<file path="src/rtl/pmp_chk_pkg.sv">
package pmp_chk_pkg;

    typedef enum logic [1:0] {
        AM_OFF   = 2'd0,
        AM_TOR   = 2'd1,
        AM_NA4   = 2'd2,
        AM_NAPOT = 2'd3
    } amode_e;

    typedef enum logic [1:0] {
        KIND_LOAD  = 2'd0,
        KIND_STORE = 2'd1,
        KIND_FETCH = 2'd2,
        KIND_RSVD  = 2'd3
    } kind_e;

    localparam logic [1:0] PRIV_M = 2'd3;

    // configuration byte layout
    localparam int CFG_R     = 0;
    localparam int CFG_W     = 1;
    localparam int CFG_X     = 2;
    localparam int CFG_AM_LO = 3;
    localparam int CFG_LOCK  = 7;

    localparam int GRAN_SHIFT = 2;

    typedef struct packed {
        logic allow;
    } chk_state_t;

endpackage

</file>
<file path="src/rtl/pmp_range_match.sv">
module pmp_range_match
    import pmp_chk_pkg::*;
#(
    parameter int GA_W   = 32,
    parameter int N_GRAN = 2
) (
    input  logic [1:0]             mode,
    input  logic [GA_W-1:0]        lo_bound,
    input  logic [GA_W-1:0]        hi_addr,
    input  logic [N_GRAN*GA_W-1:0] gran_addr,
    input  logic [N_GRAN-1:0]      gran_valid,
    output logic                   any_hit,
    output logic                   all_hit
);

    logic [GA_W:0]     m_ext;
    logic [GA_W:0]     trail;
    logic [GA_W-1:0]   care;
    logic [N_GRAN-1:0] hit;

    // trailing ones of the extended address mark the don't-care bits
    always_comb begin
        m_ext = {hi_addr, (mode != AM_NA4)};
        trail = m_ext & ~(m_ext + (GA_W+1)'(1));
        care  = ~trail[GA_W-1:0];
    end

    for (genvar j = 0; j < N_GRAN; j++) begin : g_gran
        logic [GA_W-1:0] g;
        assign g = gran_addr[j*GA_W +: GA_W];
        always_comb begin
            unique case (mode)
                AM_TOR:           hit[j] = (g >= lo_bound) && (g < hi_addr);
                AM_NA4, AM_NAPOT: hit[j] = ((g ^ hi_addr) & care) == '0;
                default:          hit[j] = 1'b0;
            endcase
        end
    end

    assign any_hit = |(hit & gran_valid);
    assign all_hit = &(hit | ~gran_valid);

endmodule

</file>
<file path="config.mk">
export PLATFORM = sky130hd
export DESIGN_NAME = pmp_range_match
export DESIGN_NICKNAME = d
export VERILOG_FILES = /design/src/rtl/pmp_chk_pkg.sv /design/src/rtl/pmp_range_match.sv
export SDC_FILE = /design/constraint.sdc
export NUM_CORES = 1
export LEC_CHECK = 0
export BUFFER_PORTS_ARGS = -buffer_cell sky130_fd_sc_hd__buf_4
export CAP_MARGIN = 20
export CORE_MARGIN = 2
export CORE_UTILIZATION = 54
export DETAILED_ROUTE_END_ITERATION = 8
export GPL_TIMING_DRIVEN = 1
export MAX_ROUTING_LAYER = met4
export PLACE_DENSITY = 0.94
export SYNTH_ARGS = -nofsm -noshare
export SYNTH_HDL_FRONTEND = slang
export SYNTH_SLANG_ARGS = --single-unit
</file>
<file path="constraint.sdc">
create_clock -name vclk -period 3.3
set_clock_uncertainty 0.2 [all_clocks]
set_input_delay 0.165 -clock vclk [all_inputs]
set_output_delay 0.165 -clock vclk [all_outputs]
set_load 0.01 [all_outputs]
</file>
## Yosys cells after proc, flatten, opt, wreduce, memory -nomap -nowiden

Index checks and enable logic that the tools add are counted.

| operators by class | value |
|---|---|
| add/subtract/negate cells | 1 |
| order comparisons | 4 |
| equal/unequal tests | 4 |
| muxes and demuxes | 2 |
| bitwise gates (word level) | 10 |
| reduce and logical (&&, ||, !) cells | 7 |

Operators by type and width:

| operator | number |
|---|---|
| $and A32 B32 Y32 | 3 |
| $ge A32 B32 Y1 | 2 |
| $logic_not A32 Y1 | 2 |
| $lt A32 B32 Y1 | 2 |
| $not A32 Y32 | 2 |
| $xor A32 B32 Y32 | 2 |
| $add A32 B1 Y32 const B | 1 |
| $eq A2 B2 Y1 const B | 2 |
| $pmux W1 S2 | 2 |
| $reduce_or A2 Y1 | 2 |
| $and A2 B2 Y2 | 1 |
| $eq A2 B1 Y1 const B | 1 |
| $logic_and A1 B1 Y1 | 2 |
| $ne A2 B2 Y1 const B | 1 |
| $not A2 Y2 | 1 |
| $or A2 B2 Y2 | 1 |
| $reduce_and A2 Y1 | 1 |

| storage, ports and cells | value |
|---|---|
| bits in registers | 0 |
| input port bits | 132 |
| output and inout bits | 2 |

## Longest topological paths before layout

Gate-level depths: netlist (run 1).

| depth | value |
|---|---|
| depth after elaboration | 10 |
| gate-level depth with buffers | 10 |
| gate-level depth less buffers | 10 |

## Least setup slack after synthesis (run 1)

Ideal clock, no wire load.

| path | value |
|---|---|
| path type | input to output |
| start | input hi_addr[17] |
| end | output any_hit |
| arrival time | 2,021 ps |
| data required time | 2,935 ps |
| path slack | 914 ps |
| stages | 10 |
| path buffers | 0 |
| path through | inv_1 ha_1 a21oi_1 nor2_1 a211oi_1 o41ai_1 or4b_2 a211oi_1 a31oi_1 o22ai_1 |

| between the ends | value |
|---|---|
| cells in the longest elaborated chain, start to end | 9 |

RTL lines:

| item | line | text |
|---|---|---|
| from (decl) | pmp_range_match.sv:9 | `input logic [GA_W-1:0] hi_addr,` |
| $add A32 B1 Y32 | pmp_range_match.sv:24 | `trail = m_ext & ~(m_ext + (GA_W+1)'(1));` |
| $not A32 Y32 | pmp_range_match.sv:24 |  |
| $and A32 B32 Y32 | pmp_range_match.sv:24 |  |
| $not A32 Y32 | pmp_range_match.sv:25 | `care = ~trail[GA_W-1:0];` |
| $and A32 B32 Y32 | pmp_range_match.sv:34 | `AM_NA4, AM_NAPOT: hit[j] = ((g ^ hi_addr) & care) == '0;` |
| $logic_not A32 Y1 | pmp_range_match.sv:34 |  |
| $pmux W1 S2 | pmp_range_match.sv:32 | `unique case (mode)` |
| $and A2 B2 Y2 (*) | pmp_range_match.sv:40 | `assign any_hit = \|(hit & gran_valid);` |
| $reduce_or A2 Y1 (*) | pmp_range_match.sv:40 |  |
| to (decl) | pmp_range_match.sv:12 | `output logic any_hit,` |

Every way passes the cells marked *; elsewhere a longest branch is shown, timed or not.

## Worst setup path in the final report (run 1)

Ends and elaborated chain as after synthesis.

==> results of run 1 <==
## metrics by stage
| step | std cells | worst slack (ps) | utilization, % |
|---|---|---|---|
| 4_1_cts | 696 | 388 | 73.6 |
| 6_report | 696 | 401 | 73.6 |
| 3_3_place_gp | 696 | 411 | 73.6 |
| 5_1_grt | 696 | 208 | 73.6 |
| 2_1_floorplan | 484 | 914 | - |
| 3_5_place_dp | 696 | 388 | 73.6 |
## metal layers
layer,global-route usage [%],part of all wire [%],vias to the layer above
li1,-,-,2151
met1,46.5,44,2045
met2,60.2,47,208
met3,3.46,7.7,12
met4,3.46,0.86,0
met5,-,0,-
## Yosys cell counts (2+ instances only)
cell type  number  area (sq um)
and4_1          6          52.6
a2111oi_0       6          52.6
inv_1          65           244
a21o_1         18           135
o211ai_1        3          22.5
a211oi_1        7          52.6
a22oi_1         5          37.5
and3_1          7          43.8
a21oi_1        55           275
o31ai_1         2          15.0
nand2_1        28           105
a221oi_1        4          35.0
o21a_1          2          15.0
nand3_1        14          70.1
o2111ai_1       3          26.3
o22ai_1         8          50.1
nor3_1         13          65.1
ha_1          128          1600
nor4_1          7          43.8
a211o_1         2          17.5
nor2_1         19          71.3
or3_1           2          12.5
nand4_1        21           131
a221o_1         2          20.0
nor2b_1         3          18.8
a31oi_1         6          37.5
o21ai_0        19          95.1
nor4_2          3          37.5
nand2b_1        2          12.5
## final cells by class
| type | instances | area share [%] |
|---|---|---|
| inverter | 66 | 5.24 |
| tap | 77 | 2.04 |
| timing repair buffer | 137 | 21.7 |
| multi-input combinational | 416 | 71.0 |
## cells in the final DEF (no fill, tap or decap), types with 2 or more instances in the layout
| cell type | instances |
|---|---|
| a2111oi_0 | 6 |
| a211o_1 | 2 |
| a211oi_1 | 7 |
| a21o_1 | 18 |
| a21oi_1 | 55 |
| a221o_1 | 2 |
| a221oi_1 | 4 |
| a22oi_1 | 5 |
| a31oi_1 | 6 |
| and3_1 | 7 |
| and4_1 | 6 |
| buf_4 | 137 |
| ha_1 | 128 |
| inv_1 | 65 |
| nand2_1 | 28 |
| nand2b_1 | 2 |
| nand3_1 | 14 |
| nand4_1 | 21 |
| nor2_1 | 19 |
| nor2b_1 | 3 |
| nor3_1 | 13 |
| nor4_1 | 7 |
| nor4_2 | 3 |
| o2111ai_1 | 3 |
| o211ai_1 | 3 |
| o21a_1 | 2 |
| o21ai_0 | 19 |
| o22ai_1 | 8 |
| o31ai_1 | 2 |
| or3_1 | 2 |
## logic make-up (layout without fill, tap and decap cells)
| kind of cell | after synthesis | in the layout |
|---|---|---|
| fa+ha+maj | 128 | 128 |
| simple gates | 134 | 134 |
| compound gates | 154 | 154 |
| buf+inv | 68 | 203 |
## how the worst max path moves through the flow
stage / start / endpoint / slack, ps / cells past startpoint
6_report: hi_addr[17] / any_hit / 400 / 12
3_5_place_dp: lo_bound[18] / any_hit / 390 / 12
5_1_grt: hi_addr[17] / any_hit / 210 / 12
4_1_cts: lo_bound[18] / any_hit / 390 / 12
2_1_floorplan: hi_addr[17] / any_hit / 910 / 10
3_3_place_gp: lo_bound[18] / all_hit / 410 / 12
## report_power, final
group / switching [mW] / internal (mW)
sequential: 0 / 0
combinational: 0.330 / 0.300
clock: 0 / 0
==> flow_summary.yaml, run 1 <==
finish:
  seq_area_sq_um: 0
  drive_gt1_share_pct: 24.1
  num-fill-cells: 535
  multi_input_area_sq_um: 3360
  nets: 881
  clkbuf_count: 0
  area_growth_pct: 30.8
  postLayoutCellArea_sq_um: 4730
  design.seq.count: 0
  antennaDiodeCount: 0
route:
  dr.pass1.iters: 7
  drtIter0Drc: 303
  final_antenna_net_count: 0
  drt_wl_total_microns: 12800
  via_per_inst: 6.34
  post_drt_wl_per_cell_microns: 18.4
  vias: 4416
  remaining_drc_errors: 7
power_and_ir_drop:
  irDropWorstVdd_mv: 0.0761
  p_per_area_nw_per_um2: 133
  totalPowerFinal_uw: 630
  p_leak_nw: 2.58
worst_hold_path:
  hp-start: "gran_valid[0]"
  hold_depth: 3
  worstHoldEndpoint: "all_hit"
  hold_path_class: "in -> out"
global_routing:
  grt_pass1_wl_microns: 20600
  grtUsageTotal_pct: 35.2
  antenna_found_initial: 0
  grt_start_max_net_pins: 11
  grt_pass1_vias: 4419
  grt-ovfl-total: 0
sta:
  max_slew.worst_pin.slew_ps: 499
  setup-tns-final_ps: 0
  rsz0062_at_grt: "no"
  clock.fmax_ghz: 0.345
  setup_violations: 0
  whs_ps: 410
  slew_headroom_pct: 66.4
  finalCritPeriodShare_pct: 87.9
  slew_violations: 0
  hold_viol_final: 0
  period_needed_ps: 2900
place:
  hpwl_microns: 11600
  port_buffers: 134
  gp_congestion: 1.03
  dpl_cell_area_sq_um: 4730
yosys:
  syn_nets: 744
  synthSimpleGateAreaFrac_pct: 20.9
  synthMuxAreaShare_pct: 0
  synth_compound_area_share_pct: 27.6
  synth_xor_xnor_area_share_pct: 0
  synth_warnings: 0
  synthDistinctLibCells: 53
  postSynthAreaPerCell_sq_um: 7.47
  synth_top_family_by_area: "adder cells"
  synth-seq-area-share_pct: 0
  syn_inst: 484
  syn_area_sq_um: 3620
  synthAdderAreaFrac_pct: 44.3
floorplan:
  dieWidth_microns: 85.8
  die_h_microns: 85.8
  die_area_sq_um: 7370
  initial_utilization_pct: 56.3
  std_cell_rows: 29
  pin_count: 134
  fp.coreArea_sq_um: 6420
flow_run:
  maxCapViolCount: 0
worst_setup_path:
  arrival_ps: 2530
  end_kind: "output pin"
  startpoint_type: "input pin"
  crit_buf_inv: 3
  required_ps: 2930
  cp_cell_sequence: "buf_4, inv_1, ha_1, a21oi_1, nor2_1, a211oi_1, o41ai_1, or4b_2, a211oi_1, a31oi_1, o22ai_1, buf_4"
  max_stage_delay_ps: 630
  slowest_stage: "or4b_2"
  path_class: "in -> out"
  cp_max_fo: 5
  cpLargestDelayFamily: "compound AO/OA/AOI/OAI gates"
cts:
  ctsHoldBuffers: 0
  cts_resized: 0
  cts_setup_buffers: 0
status:
  status: "finished with violations"
  violations: "design-rule violations"
Note: power is estimated with default switching activity, not from simulation.
==> run 2: changes to the inputs <==
- ABC_AREA: not set -> 1
- PLACE_DENSITY: 0.94 -> 0.91
==> run 2 against run 1 <==
Compared with the run above: the run now ends clean; wire length rose by 5.5%; global-route usage down 4.1 points; fmax up 20%; synthesized area increased by 21%; critical path depth is 1 higher; combinational power increased by 7.3%; cell area rose by 17%; worst setup slack improved by 480 ps; synthesized cell count up 63%; via count grew 20%; final cell count up 48%; critical endpoint is now all_hit; largest power group unchanged; highest routed layer unchanged.
==> flow_summary.yaml, run 2 <==
place:
  hpwl_microns: 12400
  port_buffers: 134
  gp_congestion: 1.04
  pre_cts_ws_ps: 983
global_routing:
  grt_start_max_net_pins: 6
  antenna_found_initial: 0
  grt_pass1_vias: 5052
  grt_pass1_wl_microns: 22100
  grt-ovfl-total: 0
  grtUsageTotal_pct: 31.1
sta:
  worst_slack_ps: 877
  finalCritPeriodShare_pct: 73.4
  period_needed_ps: 2420
  clock.fmax_ghz: 0.413
  slew_violations: 0
  setup_violations: 0
  slew_headroom_pct: 52.6
  whs_ps: 421
  hold_viol_final: 0
  setup-tns-final_ps: 0
  rsz0062_at_grt: "no"
  max_slew.worst_pin.slew_ps: 705
finish:
  layout_commonest_cell: "nand2_1"
  area_growth_pct: 25.8
  clkbuf_count: 0
  post-route-util_pct: 70.8
  num-fill-cells: 731
  design.seq.count: 0
  antennaDiodeCount: 0
  nets: 1187
  seq_area_sq_um: 0
  final_cell_mix: "237 x nand2_1, 165 x inv_1, 134 x buf_4"
  drive_gt1_share_pct: 16.2
cts:
  ctsHoldBuffers: 0
  cts_resized: 0
  cts_setup_buffers: 0
worst_setup_path:
  required_ps: 2930
  arrival_ps: 2060
  startpoint_type: "input pin"
  path_class: "in -> out"
  cp_max_fo: 3
  end_kind: "output pin"
yosys:
  synth_xor_xnor_area_share_pct: 0
  synthDistinctLibCells: 25
  syn_nets: 1051
  synth-seq-area-share_pct: 0
  postSynthAreaPerCell_sq_um: 5.55
  synth_warnings: 0
  synth_top_area_cell: "ha_1"
  syn_area_sq_um: 4390
  synth_commonest_cells: "237 x nand2_1, 165 x inv_1, 128 x ha_1"
  ys_top_cells_by_area: "ha_1 36%, nand2_1 20%, inv_1 14%"
  synth_top_area_share_pct: 36.5
  synthMuxAreaShare_pct: 0
  synth_top_family_by_area: "simple AND/OR/NAND/NOR gates"
  yosysMostFrequentCell: "nand2_1"
  syn_inst: 791
  synthAdderAreaFrac_pct: 36.5
  synth_compound_area_share_pct: 10.8
  synthSimpleGateAreaFrac_pct: 38.5
status:
  status: "finished, final reports clean"
power_and_ir_drop:
  irDropWorstVdd_mv: 0.0702
  p_leak_nw: 3.47
  totalPowerFinal_uw: 676
  p_per_area_nw_per_um2: 122
floorplan:
  die_area_sq_um: 8870
  initial_utilization_pct: 56.3
  die_h_microns: 94.2
  std_cell_rows: 32
  fp.coreArea_sq_um: 7810
  dieWidth_microns: 94.2
  pin_count: 134
route:
  vias: 5294
  remaining_drc_errors: 0
  dr.pass1.iters: 5
  final_antenna_net_count: 0
  post_drt_wl_per_cell_microns: 13.1
  drtIter0Drc: 329
  drt_wl_total_microns: 13500
  via_per_inst: 5.15
worst_hold_path:
  worstHoldEndpoint: "any_hit"
  hold_path_class: "in -> out"
  hp-start: "gran_valid[1]"
  hold_depth: 4
flow_run:
  maxCapViolCount: 0
## run 2: power by group
part,leakage (nW),switching [mW],internal [mW],total [mW]
sequential,0,0,0,0
combinational,3.47,0.374,0.302,0.676
clock,0,0,0,0
## run 2: metal layers
layer / track usage, % / share of wire (%)
met2: 55.2 / 47
met5: - / 0
met4: 4.11 / 1.3
met3: 2.33 / 6.2
met1: 39.5 / 46
## run 2: worst max path at each step
stage | from | to | slack, ps | cells after the start
final | lo_bound[31] | all_hit | 880 | 13
after global routing | lo_bound[29] | all_hit | 800 | 13
after CTS | lo_bound[31] | all_hit | 980 | 13
after detailed placement | lo_bound[31] | all_hit | 980 | 13
after global placement | lo_bound[31] | all_hit | 1010 | 13
after floorplan | lo_bound[31] | all_hit | 1550 | 11
## run 2: through the flow
| step | instances | cell area (sq um) |
|---|---|---|
| CTS | 1027 | 5530 |
| floorplan | 791 | 4390 |
| global route | 1027 | 5530 |
| finish | 1027 | 5530 |
| global placement | 1027 | 5530 |
| detailed placement | 1027 | 5530 |
## run 2: logic make-up after synthesis
| group | count (synthesis) |
|---|---|
| AO/OA/AOI/OAI | 89 |
| buffers and inverters | 166 |
| adder cells (fa/ha/maj) | 128 |
| AND/OR/NAND/NOR | 408 |
## run 2: critical path: stages
cell and delay [ps]:
buf_4 70, inv_1 40, ha_1 290, nand2_1 100, nor4_1 650, and3_1 260, nand2_1 50, nand2_1 60
nand2_1 70, nand3_1 80, nand2_1 60, inv_1 50, buf_4 110
## run 2: cell type report
cell class	instances	area, sq um	share of cell area, %
inverters	166	623	11.3
well taps	102	128	2.31
repair buffers	134	1010	18.2
multi-input cells	625	3770	68.2
